$ cat src/rtl/wdt_pkg.sv
package wdt_pkg;
    localparam int DATA_W    = 32;
    localparam int KEY_LSB   = 24;
    localparam int SEL_W     = 3;
    localparam int BIT_EN    = 7;
    localparam int BIT_MODE  = 6;
    localparam int BIT_FLAG  = 3;
    localparam logic [7:0] KEY_COUNT = 8'h5A;
    localparam logic [7:0] KEY_CTRL  = 8'hA5;

    typedef struct packed {
        logic             en;
        logic             mode;
        logic             flag;
        logic [SEL_W-1:0] sel;
    } ctrl_t;

    typedef enum logic [1:0] {
        ST_HALT  = 2'd0,
        ST_COUNT = 2'd1,
        ST_PULSE = 2'd2
    } wd_state_e;
endpackage

$ cat src/rtl/wdt_regs.sv
module wdt_regs
    import wdt_pkg::*;
#(
    parameter int ADDR_W = 4,
    parameter int CNT_W  = 8,
    parameter logic [ADDR_W-1:0] CNT_WR_ADDR = 4'h0,
    parameter logic [ADDR_W-1:0] CTL_ADDR    = 4'h4,
    parameter logic [ADDR_W-1:0] CNT_RD_ADDR = 4'h8
) (
    input  logic              clk,
    input  logic              rst_n,
    input  logic              wr_en,
    input  logic [ADDR_W-1:0] wr_addr,
    input  logic [DATA_W-1:0] wr_data,
    input  logic [ADDR_W-1:0] rd_addr,
    input  logic              ovf_evt,
    input  logic [CNT_W-1:0]  cnt_q,
    output ctrl_t             ctrl_q,
    output logic              cnt_load,
    output logic [CNT_W-1:0]  cnt_load_val,
    output logic              pre_restart,
    output logic [DATA_W-1:0] rd_data
);
    logic [7:0]       key_byte;
    logic             ctl_wr;
    logic             nxt_en;
    logic [SEL_W-1:0] nxt_sel;

    assign key_byte     = wr_data[DATA_W-1:KEY_LSB];
    assign cnt_load     = wr_en && (wr_addr == CNT_WR_ADDR) && (key_byte == KEY_COUNT);
    assign ctl_wr       = wr_en && (wr_addr == CTL_ADDR) && (key_byte == KEY_CTRL);
    assign cnt_load_val = wr_data[CNT_W-1:0];
    assign nxt_en       = wr_data[BIT_EN];
    assign nxt_sel      = wr_data[SEL_W-1:0];
    assign pre_restart  = ctl_wr && ((nxt_en && !ctrl_q.en) || (nxt_sel != ctrl_q.sel));

    always_ff @(posedge clk or negedge rst_n) begin
        if (!rst_n) begin
            ctrl_q <= '0;
        end else if (ctl_wr) begin
            ctrl_q.en   <= nxt_en;
            ctrl_q.mode <= wr_data[BIT_MODE];
            ctrl_q.sel  <= nxt_sel;
            ctrl_q.flag <= (ctrl_q.flag & wr_data[BIT_FLAG]) | ovf_evt;
        end else begin
            ctrl_q.flag <= ctrl_q.flag | ovf_evt;
        end
    end

    always_comb begin
        rd_data = '0;
        if (rd_addr == CNT_RD_ADDR) begin
            rd_data[CNT_W-1:0] = cnt_q;
        end else if (rd_addr == CTL_ADDR) begin
            rd_data[BIT_EN]      = ctrl_q.en;
            rd_data[BIT_MODE]    = ctrl_q.mode;
            rd_data[BIT_FLAG]    = ctrl_q.flag;
            rd_data[SEL_W-1:0]   = ctrl_q.sel;
        end
    end
endmodule

$ cat src/rtl/wdt_prescaler.sv
module wdt_prescaler #(
    parameter int SEL_W     = 3,
    parameter int BASE_LOG2 = 5
) (
    input  logic             clk,
    input  logic             rst_n,
    input  logic             run,
    input  logic             restart,
    input  logic [SEL_W-1:0] sel,
    output logic             tick
);
    localparam int NUM_DIV = 1 << SEL_W;
    localparam int PRE_W   = BASE_LOG2 + NUM_DIV - 1;

    logic [PRE_W-1:0] pre_q;
    logic [PRE_W-1:0] term [NUM_DIV];

    for (genvar g = 0; g < NUM_DIV; g++) begin : g_term
        assign term[g] = PRE_W'((64'd1 << (BASE_LOG2 + g)) - 64'd1);
    end

    assign tick = run && (pre_q == term[sel]);

    always_ff @(posedge clk or negedge rst_n) begin
        if (!rst_n) begin
            pre_q <= '0;
        end else if (!run || restart || tick) begin
            pre_q <= '0;
        end else begin
            pre_q <= pre_q + 1'b1;
        end
    end
endmodule

$ cat src/rtl/wdt_counter.sv
module wdt_counter #(
    parameter int CNT_W = 8
) (
    input  logic             clk,
    input  logic             rst_n,
    input  logic             tick,
    input  logic             load,
    input  logic [CNT_W-1:0] load_val,
    output logic [CNT_W-1:0] cnt_q,
    output logic             ovf_evt
);
    assign ovf_evt = tick && !load && (&cnt_q);

    always_ff @(posedge clk or negedge rst_n) begin
        if (!rst_n) begin
            cnt_q <= '0;
        end else if (load) begin
            cnt_q <= load_val;
        end else if (tick) begin
            cnt_q <= cnt_q + 1'b1;
        end
    end
endmodule

$ cat src/rtl/wdt_fsm.sv
module wdt_fsm
    import wdt_pkg::*;
(
    input  logic clk,
    input  logic rst_n,
    input  logic en,
    input  logic mode,
    input  logic flag,
    input  logic ovf_evt,
    output logic rst_pulse,
    output logic irq
);
    wd_state_e state_q, state_d;

    always_ff @(posedge clk or negedge rst_n) begin
        if (!rst_n) state_q <= ST_HALT;
        else        state_q <= state_d;
    end

    always_comb begin
        state_d = state_q;
        unique case (state_q)
            ST_HALT:  if (en) state_d = ST_COUNT;
            ST_COUNT: begin
                if (ovf_evt && mode) state_d = ST_PULSE;
                else if (!en)        state_d = ST_HALT;
            end
            ST_PULSE: state_d = en ? ST_COUNT : ST_HALT;
            default:  state_d = ST_HALT;
        endcase
    end

    always_comb begin
        rst_pulse = (state_q == ST_PULSE);
        irq       = flag && !mode;
    end
endmodule

$ cat src/rtl/wdt_keyed.sv
module wdt_keyed
    import wdt_pkg::*;
#(
    parameter int ADDR_W    = 4,
    parameter int CNT_W     = 8,
    parameter int BASE_LOG2 = 5
) (
    input  logic              clk,
    input  logic              rst_n,
    input  logic              wr_en,
    input  logic [ADDR_W-1:0] wr_addr,
    input  logic [31:0]       wr_data,
    input  logic [ADDR_W-1:0] rd_addr,
    output logic [31:0]       rd_data,
    output logic              wdt_rst_o,
    output logic              wdt_irq_o
);
    ctrl_t            ctrl_q;
    logic             cnt_load;
    logic [CNT_W-1:0] cnt_load_val;
    logic [CNT_W-1:0] cnt_q;
    logic             pre_restart;
    logic             tick;
    logic             ovf_evt;

    wdt_regs #(.ADDR_W(ADDR_W), .CNT_W(CNT_W)) regs_i (
        .clk(clk), .rst_n(rst_n), .wr_en(wr_en), .wr_addr(wr_addr),
        .wr_data(wr_data), .rd_addr(rd_addr), .ovf_evt(ovf_evt),
        .cnt_q(cnt_q), .ctrl_q(ctrl_q), .cnt_load(cnt_load),
        .cnt_load_val(cnt_load_val), .pre_restart(pre_restart),
        .rd_data(rd_data)
    );

    wdt_prescaler #(.SEL_W(SEL_W), .BASE_LOG2(BASE_LOG2)) pre_i (
        .clk(clk), .rst_n(rst_n), .run(ctrl_q.en), .restart(pre_restart),
        .sel(ctrl_q.sel), .tick(tick)
    );

    wdt_counter #(.CNT_W(CNT_W)) cnt_i (
        .clk(clk), .rst_n(rst_n), .tick(tick), .load(cnt_load),
        .load_val(cnt_load_val), .cnt_q(cnt_q), .ovf_evt(ovf_evt)
    );

    wdt_fsm fsm_i (
        .clk(clk), .rst_n(rst_n), .en(ctrl_q.en), .mode(ctrl_q.mode),
        .flag(ctrl_q.flag), .ovf_evt(ovf_evt),
        .rst_pulse(wdt_rst_o), .irq(wdt_irq_o)
    );
endmodule

$ cat config.mk
export PLATFORM = sky130hd
export DESIGN_NAME = wdt_keyed
export DESIGN_NICKNAME = d
export VERILOG_FILES = /design/src/rtl/wdt_pkg.sv /design/src/rtl/wdt_regs.sv /design/src/rtl/wdt_prescaler.sv /design/src/rtl/wdt_counter.sv /design/src/rtl/wdt_fsm.sv /design/src/rtl/wdt_keyed.sv
export SDC_FILE = /design/constraint.sdc
export NUM_CORES = 1
export LEC_CHECK = 0
export ABC_AREA = 0
export BUFFER_PORTS_ARGS = -buffer_cell sky130_fd_sc_hd__buf_4
export CAP_MARGIN = 20
export CORE_ASPECT_RATIO = 0.6
export CORE_MARGIN = 3
export CORE_UTILIZATION = 48
export DETAILED_ROUTE_END_ITERATION = 8
export GPL_TIMING_DRIVEN = 0
export PLACE_DENSITY = 0.91
export SLEW_MARGIN = 20
export SYNTH_ARGS = -nofsm -noshare
export SYNTH_HDL_FRONTEND = slang
export SYNTH_SLANG_ARGS = --single-unit
$ cat constraint.sdc
create_clock -name clk -period 3.15 [get_ports clk]
set_clock_uncertainty 0.2 [all_clocks]
set_input_delay 0.63 -clock clk [delete_from_list [all_inputs] [get_ports clk]]
set_output_delay 0.63 -clock clk [all_outputs]
set_load 0.02 [all_outputs]
==> impl_results.md, run 1 <==
- Outcome: completed
- Worst slew pin tran: 698 ps
- Dpl ws: 1.48 ps
- Endpoints failing hold: 0
- Antenna violations before repair: 0
- Slew margin rel.: 53.0%
- Chip height: 54.3 µm
- Setup tns final: 0 ps
- Kind of critical path: input port to register
- Most common flop cell mapped by yosys: dfrtp_1
- Seq/Total Area, Yosys: 37.5%
- Initial Util: 53.6%
- Levels on crit path: 8
- Final Worst Setup Slack: 269 ps
- Reg2reg setup slack: 330 ps
- Global-route usage over all layers: 20.5%
- Worst vdd ir: 0.186 mV
- Crit. End Element: register
- Min Hold Slack: 62.4 ps
- PwrDens: 283 nW/µm²
- Reg2Reg Launch Point: regs_i.ctrl_q[0]$_DFFE_PN0P_
- Worst path max stage delay: 440 ps
- # H-tree levels: 1
- Clk sinks: 28
- Clock Path Buffers: 2
- CP Buf/Inv Count: 3
- Post-CTS sizing: 0
- Die Area: 4700 µm²
- Crit. Startpoint: wr_addr[1]
- DRC viols: 0
- PortBufs: 36
- RSZ-0062 raised after global routing: no
- 1st-pass router iterations: 4
- Critical Path Source Type: input port
- Total gr overflow: 0
- Layout Cells excl Fill: 310
- Vias: 1668
- Vias per cell: 5.38
- Worst min-delay path class: input port to async pin
- # fillers: 289
- Core ar.: 3480 µm²
- Vias in the first global route: 1525
- Final Core Density: 66.7%
- FF+latch area: 701 µm²
- Synth unique cells: 42
- Cells after Synth: 203
- Hold_buf cts: 0
- Most common cell in the netlist: dfrtp_1
- IO Pins: 77
- Post-layout min period: 2880 ps
- Post-DP HPWL: 3.62 mm
- Root Driver: clkbuf_8
- DRT antenna net count: 0
- Die width: 86.5 µm
- Yosys warns: 0
- Post-CTS Setup Bufs: 0
- Final wirelength: 4.66 mm
- Final Cycle Share: 91.5%
- Initial drt markers: 166
- CTS buffer count: 3
- CP required: 3110 ps
- Layout Nets: 312
- FF+latch count, synth: 28
- Row Count: 16
- Clk_lat worst skew: 270 ps
- Final-report setup violation count: 0
- Share of cells above drive strength 1: 28.7%
- Syn_area_per_cell: 9.20 µm²
- Max Cap Viol: 0
- Share of Yosys cell area claimed by the top area cell type: 37.5%
- Area Growth Syn to Fin: 24.3%
- Cell family with most CP delay: simple AND/OR/NAND/NOR gates
- Worst r2r path cells: 5
- WP data arrival: 2840 ps
- Slowest cell on the critical path: buf_1
- Area occupied by multi-input gates: 1020 µm²
- Worst-path clk slew: 90 ps
- Crit-path cells: buf_4, nor4b_1, nor4bb_1, and4b_1, clkbuf_1, buf_1, nor2_1, a221o_1
- Pins Over Slew Limit: 0
- Number of flops mapped to enable cells by yosys: 0
- F_max: 0.347 GHz
- Drt wl/cell: 15.0 µm
- # placed instances: 307
- Maximum number of pins on one net before global-route repair: 29
- Asr flop ratio synth: 100%
- Top post-synthesis cells by count: dfrtp_1 (28), nor2_1 (25), buf_4 (24)
- Crit-path max FO: 10
- Diodes inserted: 0
- Top cells by area, synth: dfrtp_1 (38%), buf_4 (9.6%), xor2_1 (5.2%)
- Global-route wire length before repair: 7.36 mm
- Leakage: 1.12 nW
- Mapped cell area: 1870 µm²
- TritonCTS clock tree: built
- Cell taking the most area after synthesis: dfrtp_1
- Placer Congestion: 0.831
[worst paths after layout]
check / to
max in group asynchronous: cnt_i.cnt_q[4]$_DFFE_PN0P_
min in group clk: fsm_i.state_q[1]$_DFFE_PN0P_
max reg2reg: cnt_i.cnt_q[1]$_DFFE_PN0P_
max: cnt_i.cnt_q[5]$_DFFE_PN0P_
min: pre_i.pre_q[4]$_DFF_PN0_
min reg2reg: fsm_i.state_q[1]$_DFFE_PN0P_
[layout make-up]
type,count,area share [%]
Tap cell,45,2.42
Inverter,4,0.647
Clock buffer,3,1.78
Sequential cell,28,30.2
Buffer,32,9.54
Timing Repair Buffer,36,11.6
Multi-Input combinational cell,162,43.8
[layout by cell type (no fill, tap or decap), types with 5 or more instances in the layout]
cell type  count
mux2_2         7
buf_4         60
and3_1         7
nand2_1       13
nor3b_1        5
nor2_1        25
a22oi_1        6
dfrtp_1       28
xor2_1        11
conb_1        24
nand3_1        6
xnor2_1        6
nor3_1         5
[report_power, final]
group          total, W  switching (W)  internal (W)
registers      0.000361     0.00000140      0.000360
clock network  0.000192       0.000106     0.0000859
logic          0.000103      0.0000538     0.0000494
total          0.000656       0.000161      0.000495
[cell families (layout without fill, tap and decap cells)]
family	after synthesis	count (layout)	synth area share (%)
AO/OA/AOI/OAI	27	27	11.3
XOR/XNOR	17	17	7.97
adder cells (fa/ha/maj)	2	2	1.34
buffers and inverters	36	75	12.7
flip-flops	28	28	37.5
multiplexers	7	7	4.22
other	1	24	0.201
AND/OR/NAND/NOR	85	85	24.8
[metal layers]
metal	track usage, %	routed length [µm]	share of wire (%)
met5	0	0	0
met4	4.66	57	1.2
met3	5.56	567	12
met2	32.2	2060	44
met1	28.5	1980	42
[registers in the layout, indices dropped and copies added, names as in the netlist]
| name | flops |
|---|---|
| regs_i.ctrl_q | 6 |
| cnt_i.cnt_q | 8 |
| pre_i.pre_q | 12 |
| fsm_i.state_q | 2 |
[worst register-to-register path, cell delays in order, from the launching register on]
cell and delay [ps]:
dfrtp_1 470, a2111oi_0 520, a311oi_1 170, nor4_2 670, mux2_2 410, mux2_2 270
[metrics by stage]
stage               power, W  cell area (µm²)
finish              0.000656             2320
detailed placement  0.000469             2280
global placement    0.000467             2280
global route        0.000680             2320
CTS                 0.000657             2320
floorplan           0.000430             1950
(Power assumes the default switching activity.)
==> run 2, diff against run 1 <==
Settings changed: CORE_ASPECT_RATIO 0.6 to 1.5, CORE_UTILIZATION 48 to 47, PLACE_DENSITY 0.91 to 0.89.
==> run 2 against run 1 <==
  * Highest routed layer unchanged
  * Maximum frequency fell by 1.7%
  * Wire length fell by 8.1%
  * Hold slack got worse by 8.1 ps
  * Clock power rose by 48%
  * Combinational power barely moved
  * Via count fell by 1.0%
  * Power rose by 14%
  * Utilization fell by 4.0 points
  * Global-route usage fell by 2.4 points
  * Critical path depth did not move
==> impl_results.md, run 2 (synthesis results as in run 1) <==
- Post-layout min period: 2930 ps (was 2880 ps)
- PortBufs: 36 (unchanged)
- Clk_lat worst skew: 280 ps (was 270 ps)
- Initial drt markers: 58 (was 166)
- Seq pwr share: 48.3% (was 55.1%)
- CTS buffer count: 3 (unchanged)
- # H-tree levels: 1 (unchanged)
- WP data arrival: 2900 ps (was 2840 ps)
- Pins Over Slew Limit: 0 (unchanged)
- Final Worst Setup Slack: 218 ps (was 269 ps)
- Psw: 0.000168 W (was 0.000161 W)
- Post-CTS sizing: 0 (unchanged)
- Crit-path cells: buf_4, nor4b_1, nor4bb_1, and4b_1, clkbuf_1, buf_1, nor2_1, a221o_1 (unchanged)
- Crit. End Element: register (unchanged)
- 1st-pass router iterations: 5 (was 4)
- Kind of critical path: input port to register (unchanged)
- Post-DP Area: 2280 µm² (about the same)
- Endpoints failing hold: 0 (unchanged)
- CP Buf/Inv Count: 3 (unchanged)
- PwrDens: 318 nW/µm² (was 283 nW/µm²)
- Die width: 57.5 µm (was 86.5 µm)
- Worst slew pin tran: 744 ps (was 698 ps)
- Biggest regs: pre_i.pre_q x12, cnt_i.cnt_q x8, regs_i.ctrl_q x6 (unchanged)
- Total gr overflow: 0 (unchanged)
- Clock Power Share: 38.1% (was 29.2%)
- Worst min-delay path class: input port to async pin (unchanged)
- Antenna violations before repair: 0 (unchanged)
- Outcome: completed (unchanged)
- Root Driver: clkbuf_8 (unchanged)
- Comb pwr share: 13.6% (was 15.7%)
- Worst vdd ir: 0.274 mV (was 0.186 mV)
- Post-CTS Setup Bufs: 0 (unchanged)
- Clk sinks: 28 (unchanged)
- DRT antenna net count: 0 (unchanged)
- Maximum number of pins on one net before global-route repair: 29 (unchanged)
- Slew margin rel.: 49.9% (was 53.0%)
- Leakage: 1.13 nW (was 1.12 nW)
- Hold_buf cts: 0 (unchanged)
- Clock Path Buffers: 2 (unchanged)
- Worst-path clk slew: 100 ps (was 90 ps)
- Share of cells above drive strength 1: 28.9% (was 28.7%)
- Pint: 0.000580 W (was 0.000495 W)
- Total power: 0.000748 W (was 0.000656 W)
- Layout Nets: 312 (unchanged)
- Core ar.: 3750 µm² (was 3480 µm²)
- Final wirelength: 4.29 mm (was 4.66 mm)
- Max Cap Viol: 0 (unchanged)
- Critical Path Source Type: input port (unchanged)
- Net Sw Frac: 22.5% (was 24.5%)
- TritonCTS clock tree: built (unchanged)
- Die Area: 4780 µm² (was 4700 µm²)
- Vias: 1651 (was 1668)
- Number of flip-flops in the largest register: 12 (unchanged)
- DRC viols: 0 (unchanged)
- Row Count: 27 (was 16)
- Global-route usage over all layers: 18.1% (was 20.5%)
- Post-DP HPWL: 3.29 mm (was 3.62 mm)
- F_max: 0.341 GHz (was 0.347 GHz)
- Highest-count cells in the layout ignoring fill and taps: buf_4 (60), dfrtp_1 (28), nor2_1 (25) (unchanged)
- Final-report setup violation count: 0 (unchanged)
- Dpl ws: -80.4 ps (was 1.48 ps)
- Global-route wire length before repair: 7.05 mm (was 7.36 mm)
- Crit-path max FO: 10 (unchanged)
- Final Instance Area: 2350 µm² (was 2320 µm²)
- Top reg by flops: pre_i.pre_q (unchanged)
- Final Cycle Share: 93.1% (was 91.5%)
- Slowest cell on the critical path: buf_1 (unchanged)
- Initial Util: 49.8% (was 53.6%)
- Vias per cell: 5.34 (was 5.38)
- RSZ-0062 raised after global routing: no (unchanged)
- IO Pins: 77 (unchanged)
- Chip height: 83.2 µm (was 54.3 µm)
- Most common cell after layout, fill and taps aside: buf_4 (unchanged)
- Diodes inserted: 0 (unchanged)
- Vias in the first global route: 1665 (was 1525)
- Drt wl/cell: 13.9 µm (was 15.0 µm)
- Placer Congestion: 0.797 (was 0.831)
- Cell family with most CP delay: simple AND/OR/NAND/NOR gates (unchanged)
- Area Growth Syn to Fin: 25.8% (was 24.3%)
- CP required: 3120 ps (was 3110 ps)
- Worst path max stage delay: 430 ps (was 440 ps)
[run 2: cell count changes in the layout (fill, tap and decap cells not counted), sizes merged]
cell / previous run / this run
bufinv: 0 / 1
[run 2: area by class of cell]
cell class	count	area (µm²)
multi-input combinational	162	1020
inverter	4	15.0
buffer	32	221
tap	43	53.8
timing repair buffer	36	270
fill	318	1400
sequential	28	701
clock inverter	1	30.0
clock buffer	3	41.3
[run 2: stage by stage]
step	cells	util [%]	hold slack (ps)	TNS [ps]
after global placement	305	60.8	232	0
final	309	62.7	54.3	0
after detailed placement	305	60.8	279	-192
after global routing	309	62.7	72.3	0
after floorplan	226	-	134	0
after CTS	309	62.7	64.9	0
[run 2: path summary, 6_finish.rpt]
check	start	to	slack, ps	cells after the start
worst max-delay path	wr_addr[1]	cnt_i.cnt_q[5]$_DFFE_PN0P_	220	8
worst min-delay path	rst_n	regs_i.ctrl_q[2]$_DFFE_PN0P_	50	1
worst max register to register	regs_i.ctrl_q[1]$_DFFE_PN0P_	cnt_i.cnt_q[1]$_DFFE_PN0P_	350	6
worst min register to register	fsm_i.state_q[1]$_DFFE_PN0P_	fsm_i.state_q[1]$_DFFE_PN0P_	270	1
max in group asynchronous	rst_n	regs_i.ctrl_q[5]$_DFFE_PN0P_	2430	1
min in group clk	fsm_i.state_q[1]$_DFFE_PN0P_	fsm_i.state_q[1]$_DFFE_PN0P_	270	1
[run 2: worst reg2reg max path: cells and delay by family, from the launching register on]
family                 cells  cell delay (ps)
AOI/OAI and AO/OA          2              720
buffers and inverters      1              140
DFF                        1              390
muxes                      2              660
and+or+nand+nor            1              590
[run 2: power groups by stage]
stage / registers, W / logic, W / clock network (W)
after floorplan: 0.000368 / 0.0000621 / 0
after global placement: 0.000368 / 0.0000991 / 0
after detailed placement: 0.000368 / 0.000100 / 0
after CTS: 0.000361 / 0.000100 / 0.000287
after global routing: 0.000362 / 0.000111 / 0.000301
final: 0.000361 / 0.000102 / 0.000285
[run 2: routing by layer]
layer	global-route usage, %	routed length, µm
met1	19.3	1590
met2	33.5	2390
met3	2.49	234
met4	8.02	64
met5	0	0
==> run 3, diff against run 2 <==
Settings changed: CORE_UTILIZATION 47 to 45, PLACE_DENSITY 0.89 to 0.87, REMOVE_ABC_BUFFERS set to 1.
==> run 3 against run 2 <==
  * Non-clock buffer count fell by 32
  * Maximum frequency is 2.3% higher
  * Final area shrank 9.3%
  * Via count fell by 9.3%
  * Clock power hardly changed
==> impl_results.md, run 3 (synthesis results as in run 1) <==
- F_max: 0.349 GHz (was 0.341 GHz)
- Clock Path Buffers: 2 (unchanged)
- DRC viols: 0 (unchanged)
- IO Pins: 77 (unchanged)
- Global-route usage over all layers: 16.4% (was 18.1%)
- Number of flip-flops in the largest register: 12 (unchanged)
- WP data arrival: 2830 ps (was 2900 ps)
- Pint: 0.000559 W (was 0.000580 W)
- Critical Path Source Type: register (was input port)
- Post-CTS sizing: 0 (unchanged)
- Core ar.: 3960 µm² (was 3750 µm²)
- # H-tree levels: 1 (unchanged)
- Area Growth Syn to Fin: 14.1% (was 25.8%)
- 1st-pass router iterations: 4 (was 5)
- Hold_buf cts: 0 (unchanged)
- Antenna violations before repair: 0 (unchanged)
- Clk_lat worst skew: 280 ps (about the same)
- Kind of critical path: register to register (was input port to register)
- Psw: 0.000164 W (was 0.000168 W)
- Vias: 1497 (was 1651)
- Slowest cell on the critical path: nor4_2 (was buf_1)
- Global-route wire length before repair: 6.47 mm (was 7.05 mm)
- Layout Nets: 280 (was 312)
- PwrDens: 340 nW/µm² (was 318 nW/µm²)
- Setup tns final: 0 ps (unchanged)
- Root Driver: clkbuf_8 (unchanged)
- Vias in the first global route: 1487 (was 1665)
- Post-layout min period: 2870 ps (was 2930 ps)
- Placer Congestion: 0.735 (was 0.797)
- Leakage: 0.979 nW (was 1.13 nW)
- Met1 usage: 19.7% (was 19.3%)
- Initial Util: 47.2% (was 49.8%)
- Outcome: completed (unchanged)
- DRT antenna net count: 0 (unchanged)
- Die width: 58.6 µm (was 57.5 µm)
- Initial drt markers: 35 (was 58)
- RR Endpoint: cnt_i.cnt_q[1]$_DFFE_PN0P_ (unchanged)
- Final wirelength: 3.79 mm (was 4.29 mm)
- FF+latch area: 701 µm² (unchanged)
- Slew margin rel.: 41.6% (was 49.9%)
- Worst path max stage delay: 630 ps (was 430 ps)
- Crit. Startpoint: regs_i.ctrl_q[1]$_DFFE_PN0P_ (was wr_addr[1])
- Worst min-delay path class: input port to async pin (unchanged)
- Seq pwr share: 50.0% (was 48.3%)
- Final Cycle Share: 91.0% (was 93.1%)
- Reg2Reg Launch Point: regs_i.ctrl_q[1]$_DFFE_PN0P_ (unchanged)
- Total gr overflow: 0 (unchanged)
- Worst-path clk slew: 100 ps (about the same)
- Post-CTS Setup Bufs: 0 (unchanged)
- Worst vdd ir: 0.206 mV (was 0.274 mV)
- Post-DP HPWL: 2.88 mm (was 3.29 mm)
- GR Util met3: 2.44% (was 2.49%)
- PortBufs: 36 (unchanged)
- Endpoints failing hold: 0 (unchanged)
- Chip height: 84.9 µm (was 83.2 µm)
- Crit. End Element: register (unchanged)
- Net Sw Frac: 22.7% (was 22.5%)
- Gr busiest metal: met2 (unchanged)
- Area occupied by multi-input gates: 1020 µm² (unchanged)
- CP required: 3110 ps (was 3120 ps)
- Die Area: 4980 µm² (was 4780 µm²)
- Reg2reg setup slack: 280 ps (was 350 ps)
- Most common cell after layout, fill and taps aside: buf_4 (unchanged)
- Pins Over Slew Limit: 0 (unchanged)
- Row Count: 28 (was 27)
- Highest-count cells in the layout ignoring fill and taps: buf_4 (36), dfrtp_1 (28), nor2_1 (25) (was buf_4 (60), dfrtp_1 (28), nor2_1 (25))
- Share of cells above drive strength 1: 20.9% (was 28.9%)
- Vias per cell: 5.37 (was 5.34)
- Top reg by flops: pre_i.pre_q (unchanged)
- Clk sinks: 28 (unchanged)
- Crit-path cells: a2111o_1, a211o_1, nor4_2, mux2_2, mux2_2 (was buf_4, nor4b_1, nor4bb_1, and4b_1, clkbuf_1, buf_1, nor2_1, a221o_1)
- TritonCTS clock tree: built (unchanged)
- Final Worst Setup Slack: 283 ps (was 218 ps)
- Crit-path max FO: 9 (was 10)
- Biggest regs: pre_i.pre_q x12, cnt_i.cnt_q x8, regs_i.ctrl_q x6 (unchanged)
- Cell mode on critical path: mux2_2
- Maximum number of pins on one net before global-route repair: 29 (unchanged)
- Diodes inserted: 0 (unchanged)
- RSZ-0062 raised after global routing: no (unchanged)
- Worst slew pin tran: 873 ps (was 744 ps)
- Clock Power Share: 39.4% (was 38.1%)
- Worst r2r path cells: 5 (was 6)
- Comb pwr share: 10.6% (was 13.6%)
- # fillers: 374 (was 318)
- CTS buffer count: 3 (unchanged)
- Dpl ws: 10.2 ps (was -80.4 ps)
- Drt wl/cell: 13.6 µm (was 13.9 µm)
- Max Cap Viol: 0 (unchanged)
- Final-report setup violation count: 0 (unchanged)
- Met2 global-route usage: 27.8% (was 33.5%)
==> run 3: critical path, delay by kind of cell, from the launching register on <==
kind	cells	cell delay, ps
AOI/OAI and AO/OA	2	760
DFF	1	500
and+or+nand+nor	1	630
muxes	2	660
==> run 3: worst max-delay path by stage <==
stage	end	slack [ps]	depth (start not counted)
after CTS	pre_i.pre_q[7]$_DFF_PN0_	300	6
after detailed placement	pre_i.pre_q[7]$_DFF_PN0_	10	6
after global routing	pre_i.pre_q[7]$_DFF_PN0_	140	6
final	cnt_i.cnt_q[1]$_DFFE_PN0P_	280	5
after floorplan	cnt_i.cnt_q[1]$_DFFE_PN0P_	610	5
after global placement	pre_i.pre_q[9]$_DFF_PN0_	50	6
==> run 3: metal layers <==
| layer | share of wire, % | routed length (µm) |
|---|---|---|
| met5 | 0 | 0 |
| met4 | 2.2 | 82 |
| met2 | 53 | 2000 |
| met1 | 39 | 1480 |
| met3 | 6.0 | 226 |
==> run 3: cell type report <==
| type | count | area share (%) |
|---|---|---|
| sequential | 28 | 32.9 |
| clock buffer | 3 | 1.94 |
| inverter | 4 | 0.705 |
| multi-input combinational | 162 | 47.7 |
| clock inverter | 1 | 1.41 |
| tap | 45 | 2.64 |
| timing repair buffer | 36 | 12.7 |
==> run 3: metrics by stage <==
stage / util (%) / hold WS, ps / area [µm²] / cells / power, W
detailed placement: 52.0 / 237 / 2060 / 275 / 0.000445
finish: 53.8 / 54.6 / 2130 / 279 / 0.000724
floorplan: - / 134 / 1730 / 194 / 0.000406
CTS: 53.8 / 62.4 / 2130 / 279 / 0.000730
global placement: 52.0 / 230 / 2060 / 275 / 0.000444
global route: 53.8 / 76.7 / 2130 / 279 / 0.000752
==> run 3: power by group through the flow <==
| stage | Combinational (W) | Sequential [W] | Clock, W |
|---|---|---|---|
| floorplan | 0.0000381 | 0.000368 | 0 |
| CTS | 0.0000768 | 0.000362 | 0.000292 |
| detailed placement | 0.0000763 | 0.000369 | 0 |
| finish | 0.0000767 | 0.000362 | 0.000285 |
| global route | 0.0000838 | 0.000362 | 0.000306 |
| global placement | 0.0000755 | 0.000369 | 0 |
